## src/rtl/pfis_pkg.sv

```systemverilog
package pfis_pkg;
  localparam int NUM_BITS   = 8;
  localparam int BIT_FERR   = 7;
  localparam int BIT_TXAF   = 6;
  localparam int BIT_TXAE   = 5;
  localparam int BIT_RXAF   = 4;
  localparam int BIT_EXT    = 3;
  localparam int BIT_PSENT  = 2;
  localparam int BIT_PVALID = 1;
  localparam int BIT_CRC    = 0;

  // Strobes from the control to the status datapath
  typedef struct packed {
    logic [NUM_BITS-1:0] setBit;
    logic [NUM_BITS-1:0] clrBit;
    logic                txErrSet;
    logic                rxErrSet;
    logic                txErrClr;
    logic                rxErrClr;
  } statStrobes_t;
endpackage

```

## src/rtl/pfis_ctrl.sv

```systemverilog
module pfis_ctrl
  import pfis_pkg::*;
#(
  parameter int CNT_W = 7,
  parameter int THR_W = 6
) (
  input  logic             clk,
  input  logic             rstN,
  input  logic [CNT_W-1:0] txCount,
  input  logic [CNT_W-1:0] rxCount,
  input  logic [THR_W-1:0] txAfThr,
  input  logic [THR_W-1:0] txAeThr,
  input  logic [THR_W-1:0] rxAfThr,
  input  logic             txFifoRst,
  input  logic             rxFifoRst,
  input  logic             txOverflow,
  input  logic             txUnderflow,
  input  logic             rxOverflow,
  input  logic             rxUnderflow,
  input  logic             txStart,
  input  logic             txDone,
  input  logic             txAbort,
  input  logic             syncAck,
  input  logic             rxDone,
  input  logic             rxAbort,
  input  logic             crcFail,
  input  logic             extIrq,
  input  logic             fifoMode,
  output statStrobes_t     strobes
);
  localparam int PAD_W = CNT_W - THR_W;

  logic             txBusyQ;
  logic             txAbortedQ;
  logic             rxAbortedQ;
  logic             fifoModeQ;
  logic [CNT_W-1:0] txAfLim;
  logic [CNT_W-1:0] txAeLim;
  logic [CNT_W-1:0] rxAfLim;

  assign txAfLim = {{PAD_W{1'b0}}, txAfThr};
  assign txAeLim = {{PAD_W{1'b0}}, txAeThr};
  assign rxAfLim = {{PAD_W{1'b0}}, rxAfThr};

  // Packet engine tracking
  always_ff @(posedge clk or negedge rstN) begin
    if (!rstN) begin
      txBusyQ    <= 1'b0;
      txAbortedQ <= 1'b0;
      rxAbortedQ <= 1'b0;
      fifoModeQ  <= 1'b0;
    end else begin
      if (txStart)                txBusyQ <= 1'b1;
      else if (txDone || txAbort) txBusyQ <= 1'b0;

      if (txStart)      txAbortedQ <= 1'b0;
      else if (txAbort) txAbortedQ <= 1'b1;

      if (rxAbort)      rxAbortedQ <= 1'b1;
      else if (syncAck) rxAbortedQ <= 1'b0;

      fifoModeQ <= fifoMode;
    end
  end

  always_comb begin
    strobes = '0;
    strobes.txErrSet = txOverflow | txUnderflow;
    strobes.rxErrSet = rxOverflow | rxUnderflow;
    strobes.txErrClr = txFifoRst;
    strobes.rxErrClr = rxFifoRst;
    strobes.setBit[BIT_FERR] = strobes.txErrSet | strobes.rxErrSet;
    strobes.clrBit[BIT_FERR] = strobes.txErrClr | strobes.rxErrClr;

    strobes.setBit[BIT_TXAF] = txCount > txAfLim;
    strobes.clrBit[BIT_TXAF] = txBusyQ && (txCount <= txAfLim);

    strobes.setBit[BIT_TXAE] = txCount <= txAeLim;
    strobes.clrBit[BIT_TXAE] = txCount > txAeLim;

    strobes.setBit[BIT_RXAF] = rxCount > rxAfLim;
    strobes.clrBit[BIT_RXAF] = rxCount < rxAfLim;

    strobes.setBit[BIT_EXT] = extIrq;
    strobes.clrBit[BIT_EXT] = !extIrq;

    strobes.setBit[BIT_PSENT] = txDone && !txAbort && !txAbortedQ;
    strobes.clrBit[BIT_PSENT] = txStart || (fifoModeQ && !fifoMode);

    strobes.setBit[BIT_PVALID] = rxDone && !rxAbort && !rxAbortedQ;
    strobes.clrBit[BIT_PVALID] = syncAck;

    strobes.setBit[BIT_CRC] = crcFail;
    strobes.clrBit[BIT_CRC] = syncAck;
  end


  txaf_idle_hold_chk: assert property (@(posedge clk) disable iff (!rstN)
    (!txBusyQ && !(txCount > txAfLim)) |-> !strobes.setBit[BIT_TXAF] && !strobes.clrBit[BIT_TXAF]);


  abort_blocks_sent_chk: assert property (@(posedge clk) disable iff (!rstN)
    (txAbort && !txStart) |=> !strobes.setBit[BIT_PSENT] || txStart);
endmodule

```

## src/rtl/pfis_datapath.sv

```systemverilog
module pfis_datapath
  import pfis_pkg::*;
(
  input  logic                clk,
  input  logic                rstN,
  input  statStrobes_t        strobes,
  input  logic [NUM_BITS-1:0] irqEn,
  output logic [NUM_BITS-1:0] status,
  output logic                irq
);
  logic [BIT_FERR-1:0] bitsQ;
  logic                txErrQ;
  logic                rxErrQ;

  // Per-bit set/clear flags, set has priority
  for (genvar i = 0; i < BIT_FERR; i++) begin : g_flag
    logic flagQ;
    always_ff @(posedge clk or negedge rstN) begin
      if (!rstN)                     flagQ <= 1'b0;
      else if (strobes.setBit[i])    flagQ <= 1'b1;
      else if (strobes.clrBit[i])    flagQ <= 1'b0;
    end
    assign bitsQ[i] = flagQ;


    clr_takes_chk: assert property (@(posedge clk) disable iff (!rstN)
      (strobes.clrBit[i] && !strobes.setBit[i]) |=> !status[i]);
  end

  // Error source flags, one per FIFO
  always_ff @(posedge clk or negedge rstN) begin
    if (!rstN) begin
      txErrQ <= 1'b0;
      rxErrQ <= 1'b0;
    end else begin
      if (strobes.txErrSet)      txErrQ <= 1'b1;
      else if (strobes.txErrClr) txErrQ <= 1'b0;
      if (strobes.rxErrSet)      rxErrQ <= 1'b1;
      else if (strobes.rxErrClr) rxErrQ <= 1'b0;
    end
  end

  assign status = {txErrQ | rxErrQ, bitsQ};
  assign irq    = |(status & irqEn);

  for (genvar j = 0; j < NUM_BITS; j++) begin : g_setchk

    set_wins_chk: assert property (@(posedge clk) disable iff (!rstN)
      strobes.setBit[j] |=> status[j]);
  end


  err_release_chk: assert property (@(posedge clk) disable iff (!rstN)
    $fell(status[BIT_FERR]) |-> $past(strobes.clrBit[BIT_FERR]));
endmodule

```

## src/rtl/pfis_top.sv

```systemverilog
module pfis_top
  import pfis_pkg::*;
#(
  parameter int  FIFO_DEPTH = 64,
  localparam int CNT_W      = $clog2(FIFO_DEPTH) + 1,
  localparam int THR_W      = $clog2(FIFO_DEPTH)
) (
  input  logic             clk,
  input  logic             rstN,
  input  logic [CNT_W-1:0] txCount,
  input  logic [CNT_W-1:0] rxCount,
  input  logic [THR_W-1:0] txAfThr,
  input  logic [THR_W-1:0] txAeThr,
  input  logic [THR_W-1:0] rxAfThr,
  input  logic             txFifoRst,
  input  logic             rxFifoRst,
  input  logic             txOverflow,
  input  logic             txUnderflow,
  input  logic             rxOverflow,
  input  logic             rxUnderflow,
  input  logic             txStart,
  input  logic             txDone,
  input  logic             txAbort,
  input  logic             syncAck,
  input  logic             rxDone,
  input  logic             rxAbort,
  input  logic             crcFail,
  input  logic             extIrq,
  input  logic             fifoMode,
  input  logic [7:0]       irqEn,
  output logic [7:0]       status,
  output logic             irq
);
  statStrobes_t strobes;

  pfis_ctrl #(.CNT_W(CNT_W), .THR_W(THR_W)) ctrl_i (
    .clk(clk), .rstN(rstN),
    .txCount(txCount), .rxCount(rxCount),
    .txAfThr(txAfThr), .txAeThr(txAeThr), .rxAfThr(rxAfThr),
    .txFifoRst(txFifoRst), .rxFifoRst(rxFifoRst),
    .txOverflow(txOverflow), .txUnderflow(txUnderflow),
    .rxOverflow(rxOverflow), .rxUnderflow(rxUnderflow),
    .txStart(txStart), .txDone(txDone), .txAbort(txAbort),
    .syncAck(syncAck), .rxDone(rxDone), .rxAbort(rxAbort),
    .crcFail(crcFail), .extIrq(extIrq), .fifoMode(fifoMode),
    .strobes(strobes)
  );

  pfis_datapath dp_i (
    .clk(clk), .rstN(rstN),
    .strobes(strobes), .irqEn(irqEn),
    .status(status), .irq(irq)
  );


  ext_follow_hi_chk: assert property (@(posedge clk) disable iff (!rstN)
    extIrq |=> status[BIT_EXT]);

  ext_follow_lo_chk: assert property (@(posedge clk) disable iff (!rstN)
    !extIrq |=> !status[BIT_EXT]);

  sent_cause_chk: assert property (@(posedge clk) disable iff (!rstN)
    $rose(status[BIT_PSENT]) |-> $past(txDone));

  valid_cause_chk: assert property (@(posedge clk) disable iff (!rstN)
    $rose(status[BIT_PVALID]) |-> $past(rxDone));

  crc_cause_chk: assert property (@(posedge clk) disable iff (!rstN)
    $rose(status[BIT_CRC]) |-> $past(crcFail));

  irq_masked_chk: assert property (@(posedge clk) disable iff (!rstN)
    (irqEn == 8'h00) |-> !irq);
endmodule

```

## config.mk

```make
export PLATFORM = sky130hd
export DESIGN_NAME = pfis_top
export DESIGN_NICKNAME = d
export VERILOG_FILES = /design/src/rtl/pfis_pkg.sv /design/src/rtl/pfis_ctrl.sv /design/src/rtl/pfis_datapath.sv /design/src/rtl/pfis_top.sv
export SDC_FILE = /design/constraint.sdc
export NUM_CORES = 1
export LEC_CHECK = 0
export ABC_AREA = 1
export CORE_MARGIN = 2
export CORE_UTILIZATION = 40
export CTS_CLUSTER_SIZE = 14
export DETAILED_ROUTE_END_ITERATION = 6
export DONT_BUFFER_PORTS = 1
export GPL_TIMING_DRIVEN = 1
export PLACE_DENSITY = 0.53
export SETUP_SLACK_MARGIN = 0.4
export SYNTH_ARGS = -nofsm -noshare
export SYNTH_HDL_FRONTEND = slang
export SYNTH_SLANG_ARGS = --single-unit
```

## constraint.sdc

```tcl
create_clock -name clk -period 0.89 [get_ports clk]
set_input_delay 0.267 -clock clk [delete_from_list [all_inputs] [get_ports clk]]
set_output_delay 0.267 -clock clk [all_outputs]
set_load 0.03 [all_outputs]
```

==> key figures, run 1 <==
STA
  – RSZ-0062 raised after global routing: yes
  – Skew final: 0.001531 ns
  – Achievable clock frequency: 0.7120 GHz
  – Crit share post-route: 1.578
  – Final setup viols: 10
  – Hold Vio Cnt, Final: 13
  – Worst-Margin Slew: 0.1637 ns
  – Max-Slew Margin vs Limit: 0.8902
  – Post-layout minimum cycle time: 1.405 ns
  – WHS: -0.3131 ns
  – Slew Limit Fails: 0
  – Post-route worst setup slack: -0.5145 ns

Pwr
  – Max rail drop VDD: 0.0006874 V
  – Design Power: 1.574 mW
  – PwrDens: 1011 mW/mm^2
  – Leakage: 0.7223 nW

Global route
  – First-pass GRT wire length: 3670 um
  – Largest net degree at the start of global routing: 14
  – Total track usage: 0.1477
  – Gr ovfl total: 0
  – Initial antenna violation count: 0
  – Number of global-route vias before repair: 922

Placed design
  – Dpl ws: -0.2955 ns
  – GP Congestion: 0.7600
  – Area post-placement: 0.001297 mm^2
  – Port bufs: 0
  – Dpl cells: 175
  – DP HPWL: 1820 um

Synthesis
  – Synth Cell Area: 0.001051 mm^2
  – Avg Inst Size Synth: 7.401 um^2
  – Ys async rst share: 1.000
  – Largest area contributor in the netlist: dfrtp_1
  – Post-Syn Nets: 217
  – Library cells used by synthesis: 17
  – Synth top area share: 0.3095
  – Top cells by area, synth: dfrtp_1, ha_1, inv_1
  – Yosys warns: 0
  – Synth top cells by count: inv_1, nand2_1, ha_1
  – Most frequent cell after synthesis: inv_1
  – Post-synthesis register bit count: 13
  – Cell count after synthesis: 142
  – Seq/Total Area, Yosys: 0.3095
  – Primary FF master, synth: dfrtp_1
  – EDFF count, synth: 0

Detailed routing
  – WL met3: 207 um
  – Final WL: 2150 um
  – Starting DRT DRC Count: 19
  – WL/cell: 11.94 um
  – Via Count: 885
  – Via/cell ratio: 4.917
  – Routed wl met2: 1171 um
  – DR top layer: met4
  – DRT Pass-1 Iters: 4
  – Antenna-violating nets left: 0
  – DRC: 0
  – Met1 WL: 756 um

Finish
  – Area Growth Syn to Fin: 48.09%
  – Area occupied by multi-input gates: 835.8 um^2
  – Ant diodes: 0
  – Fillers: 217
  – Share of cells above drive strength 1: 0.4867
  – Non-Filler Instances: 180
  – Register area: 325.3 um^2
  – Post-route cell area: 0.001556 mm^2
  – Nets: 226

Setup path
  – R2R cell count: 5
  – Max FO, Critical Path: 2
  – CP max stage delay: 0.37 ns
  – Crit-path cells: inv_2, nand2_4, nand2_2, nand3_2, nor2_4, nand3_4
  – Crit-path slowest cell: dfrtp_1
  – CP arrival: 1.14 ns
  – Crit path launch type: register
  – CP Data Required Time: 0.62 ns
  – Crit end category: output pin
  – Crit Path Class: reg2out

Floorplan
  – Die Height: 55.26 um
  – Top-Level Pins: 66
  – Die area: 0.003054 mm^2
  – Initial Util: 0.4242
  – CORE AREA: 0.002477 mm^2
  – FP Rows: 18
  – Die width: 55.26 um

CTS
  – H-Tree Depth: 1
  – Clk sink count: 13
  – Worst-path clk slew: 0.08 ns
  – CTS tree: done
  – Total CTS buffers: 3
  – Bufs on Longest Clock Path: 2
  – Worst-Skew Late Latency: 0.26 ns
  – Root buffer cell: clkbuf_4

Min path
  – Hold Path Class: in2async

Flow run
  – Max-capacitance violation count: 0

Run status
  – Failing checks: negative hold slack, negative setup slack
  – Status: finished, violations left
-- final cells by class --
type                       count  share of cell area
clock buffer                   4             0.01688
inverter                      35              0.1407
multi-input combinational     87              0.5370
sequential                    13              0.2090
tap                           30             0.02412
timing repair buffer          11             0.07235
-- where the power goes --
group          leakage [nW]  internal, mW  switching, mW
clock                0.0150         0.173          0.176
combinational         0.560         0.281          0.291
sequential            0.147         0.631         0.0222
-- cells by family (layout without fill, tap and decap cells) --
family / Yosys count / after routing / share of synthesized area
compound gates: 16 / 16 / 0.08691
buf+inv: 42 / 50 / 0.1750
flops: 13 / 13 / 0.3095
fa+ha+maj: 18 / 18 / 0.2143
simple gates: 53 / 53 / 0.2143
-- critical path: cells and delay by family, from the launching register on --
kind / cells / cell delay [ns]
AND/OR/NAND/NOR: 5 / 0.42
buffers and inverters: 1 / 0.08
flip-flops: 1 / 0.37
-- through the flow --
stage	utilization	hold slack (ns)	setup TNS, ns
final	0.6283	-0.3131	-2.134
after global placement	0.5237	-0.02829	-0.7636
after detailed placement	0.5237	-0.02824	-0.7754
after floorplan	-	-0.02859	-0.5228
after global routing	0.6283	-0.3420	-2.662
after CTS	0.5823	-0.3268	-2.285
-- metal layers --
| metal | vias up | track usage |
|---|---|---|
| li1 | 453 | - |
| met1 | 390 | 0.1588 |
| met2 | 40 | 0.2704 |
| met3 | 2 | 0.04450 |
| met4 | 0 | 0.05226 |
| met5 | - | 0 |
-- flip-flops by register name, indices dropped and copies added (netlist names) --
name,flops
dp_i.g_flag.flagQ,7
ctrl_i.fifoModeQ,1
ctrl_i.rxAbortedQ,1
ctrl_i.txAbortedQ,1
ctrl_i.txBusyQ,1
dp_i.rxErrQ,1
dp_i.txErrQ,1
-- layout by cell type (no fill, tap or decap), types with 3 or more instances in the layout --
cell type / Yosys / routed
nor2_4: 0 / 3
nand4_1: 3 / 3
nand2_2: 0 / 5
ha_1: 18 / 4
nand2_4: 0 / 3
buf_4: 7 / 3
nand3_1: 6 / 4
a21oi_2: 1 / 4
clkbuf_4: 0 / 3
inv_2: 0 / 15
nor2_1: 8 / 5
buf_6: 0 / 8
ha_4: 0 / 14
a21oi_1: 7 / 4
nand2_1: 31 / 23
dfrtp_1: 13 / 13
o21ai_2: 0 / 3
inv_1: 35 / 13
-- worst paths after layout --
| path | startpoint | endpoint | slack [ns] |
|---|---|---|---|
| max | dp_i.rxErrQ | irq | -0.51 |
| min | rstN | ctrl_i.rxAbortedQ | -0.31 |
| max reg2reg | dp_i.g_flag[4].flagQ | dp_i.g_flag[4].flagQ | -0.05 |
| min reg2reg | ctrl_i.txAbortedQ | ctrl_i.txAbortedQ | 0.50 |
| max in group asynchronous | rstN | dp_i.g_flag[2].flagQ | 1.13 |
| min in group clk | extIrq | dp_i.g_flag[3].flagQ | 0.02 |
-- what timing repair did --
item                                    CTS  global route
setup buffers                             1             0
endpoints found under the hold margin    13            15
pin swaps                                 5            15
endpoints found under the setup margin   20            20
resized for setup                        27            24
No activity file was read; power rests on OpenSTA's default activity.
==> inputs of run 2 (changes only) <==
--- a/config.mk
+++ b/config.mk
@@ -12,8 +12,6 @@
 export DETAILED_ROUTE_END_ITERATION = 6
 export DONT_BUFFER_PORTS = 1
 export GPL_TIMING_DRIVEN = 1
-export PLACE_DENSITY = 0.53
-export SETUP_SLACK_MARGIN = 0.4
 export SYNTH_ARGS = -nofsm -noshare
 export SYNTH_HDL_FRONTEND = slang
 export SYNTH_SLANG_ARGS = --single-unit
==> run 2 against run 1 <==
Effect of this change: clock-buffer cell count unchanged; via count up 2.3%; critical path depth unchanged; die area unchanged; the flow finishes with violations (negative setup slack); critical endpoint unchanged; non-clock buffer count up 5; sequential share of layout area up 1.7 points.
==> key figures, run 2 (synthesis gave the netlist of run 1 again) <==
STA
  – Final setup viols: 10 (unchanged)
  – Crit share post-route: 1.617 (was 1.578)
  – Max-Slew Margin vs Limit: 0.6203 (was 0.8902)
  – Hold Vio Cnt, Final: 0 (was 13)
  – Slew Limit Fails: 0 (unchanged)
  – Post-route worst setup slack: -0.5489 ns (was -0.5145 ns)
  – Achievable clock frequency: 0.6950 GHz (was 0.7120 GHz)
  – Worst-Margin Slew: 0.5695 ns (was 0.1637 ns)
  – Post-layout minimum cycle time: 1.439 ns (was 1.405 ns)
  – WHS: 0.04168 ns (was -0.3131 ns)
  – RSZ-0062 raised after global routing: yes (unchanged)
  – Skew final: 0.009961 ns (was 0.001531 ns)

Global route
  – GRT met1 Usage: 0.1605 (was 0.1588)
  – Initial antenna violation count: 0 (unchanged)
  – Total track usage: 0.1507 (was 0.1477)
  – GR Layer Usage met3: 0.02810 (was 0.04450)
  – Gr busiest metal: met2 (unchanged)
  – Number of global-route vias before repair: 927 (was 922)
  – First-pass GRT wire length: 3739 um (was 3670 um)
  – Largest net degree at the start of global routing: 14 (unchanged)
  – Met2 Track Usage GR: 0.2857 (was 0.2704)
  – Gr ovfl total: 0 (unchanged)

Setup path
  – Crit path launch type: register (unchanged)
  – Crit path max-delay family: simple AND/OR/NAND/NOR gates (unchanged)
  – Crit end category: output pin (unchanged)
  – Buf/Inv on CP: 1 (unchanged)
  – Max FO, Critical Path: 2 (unchanged)
  – Crit-path slowest cell: dfrtp_1 (unchanged)
  – CP max stage delay: 0.38 ns (was 0.37 ns)
  – Crit Path Class: reg2out (unchanged)
  – Crit-path cells: inv_2, nand2_4, nand2_2, nand3_2, nor2_4, nand3_4 (unchanged)
  – CP Data Required Time: 0.62 ns (about the same)
  – CP arrival: 1.17 ns (was 1.14 ns)

Pwr
  – Max rail drop VDD: 0.0007158 V (was 0.0006874 V)
  – Leakage: 0.7303 nW (was 0.7223 nW)
  – PwrDens: 1051 mW/mm^2 (was 1011 mW/mm^2)
  – Design Power: 1.513 mW (was 1.574 mW)

Finish
  – Share of cells above drive strength 1: 0.3355 (was 0.4867)
  – Max FFs per register: 7 (unchanged)
  – Ant diodes: 0 (unchanged)
  – Commonest non-fill, non-tap cell in the layout: nand2_1 (unchanged)
  – Nets: 231 (was 226)
  – Non-Filler Instances: 185 (was 180)
  – Post-route cell area: 0.001439 mm^2 (was 0.001556 mm^2)
  – Post-layout util: 0.5808 (was 0.6283)
  – Biggest register: dp_i.g_flag.flagQ (unchanged)
  – Area Growth Syn to Fin: 36.90% (was 48.09%)
  – Commonest non-fill, non-tap cells in the layout: nand2_1, inv_1, dfrtp_1, inv_2 (was nand2_1, inv_2, ha_4, inv_1, dfrtp_1)

CTS
  – Worst-Skew Late Latency: 0.27 ns (was 0.26 ns)
  – Worst-path clk slew: 0.08 ns (about the same)
  – Clk sink count: 13 (unchanged)
  – Root buffer cell: clkbuf_4 (unchanged)
  – H-Tree Depth: 1 (unchanged)
  – Bufs on Longest Clock Path: 2 (unchanged)
  – CTS tree: done (unchanged)
  – Total CTS buffers: 3 (unchanged)

Floorplan
  – FP Rows: 18 (unchanged)
  – CORE AREA: 0.002477 mm^2 (unchanged)
  – Die Height: 55.26 um (unchanged)
  – Die area: 0.003054 mm^2 (unchanged)
  – Die width: 55.26 um (unchanged)
  – Top-Level Pins: 66 (unchanged)
  – Initial Util: 0.4242 (unchanged)

Detailed routing
  – Via/cell ratio: 4.892 (was 4.917)
  – WL/cell: 11.69 um (was 11.94 um)
  – DRT Pass-1 Iters: 4 (unchanged)
  – Antenna-violating nets left: 0 (unchanged)
  – Final WL: 2162 um (was 2150 um)
  – Via Count: 905 (was 885)
  – Starting DRT DRC Count: 18 (was 19)
  – DRC: 0 (unchanged)

Placed design
  – Area post-placement: 0.001290 mm^2 (was 0.001297 mm^2)
  – GP Congestion: 0.7205 (was 0.7600)
  – Dpl cells: 174 (was 175)
  – DP HPWL: 1880 um (was 1820 um)
  – Port bufs: 0 (unchanged)

Run status
  – Status: finished, violations left (unchanged)
  – Failing checks: negative setup slack (was negative hold slack, negative setup slack)

Flow run
  – Max-capacitance violation count: 0 (unchanged)

Min path
  – Hold Path Class: in2async (unchanged)
run 2: changes by cell type in the layout (fill, tap and decap cells not counted), sizes merged:
| cell | previous run | this run |
|---|---|---|
| dlygate4sd3 | 0 | 2 |
| dlymetal6s4s | 0 | 1 |
| buf | 11 | 13 |
| inv | 33 | 35 |
| clkinv | 2 | 0 |
run 2: power breakdown:
group / leakage, nW / internal, mW / total, mW / switching [mW]
sequential: 0.147 / 0.631 / 0.654 / 0.0232
clock: 0.0150 / 0.173 / 0.356 / 0.183
combinational: 0.568 / 0.239 / 0.502 / 0.263
run 2: path summary, 6_finish.rpt:
| check | cells past startpoint | slack (ns) | start | end |
|---|---|---|---|---|
| hold reg to reg | 3 | 0.51 | ctrl_i.txBusyQ | dp_i.g_flag[6].flagQ |
| setup reg to reg | 5 | -0.05 | dp_i.g_flag[4].flagQ | dp_i.g_flag[4].flagQ |
| setup / recovery | 6 | -0.55 | dp_i.txErrQ | irq |
| min in group clk | 1 | 0.05 | txStart | ctrl_i.txAbortedQ |
| max in group asynchronous | 1 | 0.46 | rstN | dp_i.g_flag[4].flagQ |
| hold / removal | 1 | 0.04 | rstN | dp_i.g_flag[0].flagQ |
run 2: per-layer routing:
layer / up-vias / part of all wire
met1: 397 / 0.36
met3: 2 / 0.087
met4: 0 / 0.0065
li1: 464 / -
met2: 42 / 0.54
met5: - / 0
run 2: area by class of cell:
cell class	count	area (um^2)
Multi-Input combinational cell	87	708.2
Timing Repair Buffer	16	160.2
Inverter	35	181.4
Fill cell	223	1039
Tap cell	30	37.54
Sequential cell	13	325.3
Clock buffer	4	26.28
run 2: repair_timing:
| action | in CTS | in global routing |
|---|---|---|
| hold buffers | 3 | 0 |
| buffers inserted | 1 | 4 |
| setup endpoints to repair | 10 | 24 |
| pin swaps | 2 | 2 |
| endpoints found under the hold margin | 15 | 0 |
| gates resized for setup | 7 | 10 |
run 2: per-stage QoR:
stage                     TNS, ns  worst slack (ns)
after floorplan           -0.5227           -0.2889
after global placement    -0.7870           -0.2740
after detailed placement  -0.8797           -0.2929
after CTS                  -2.592           -0.5949
after global routing       -3.013           -0.6456
final                      -2.427           -0.5489
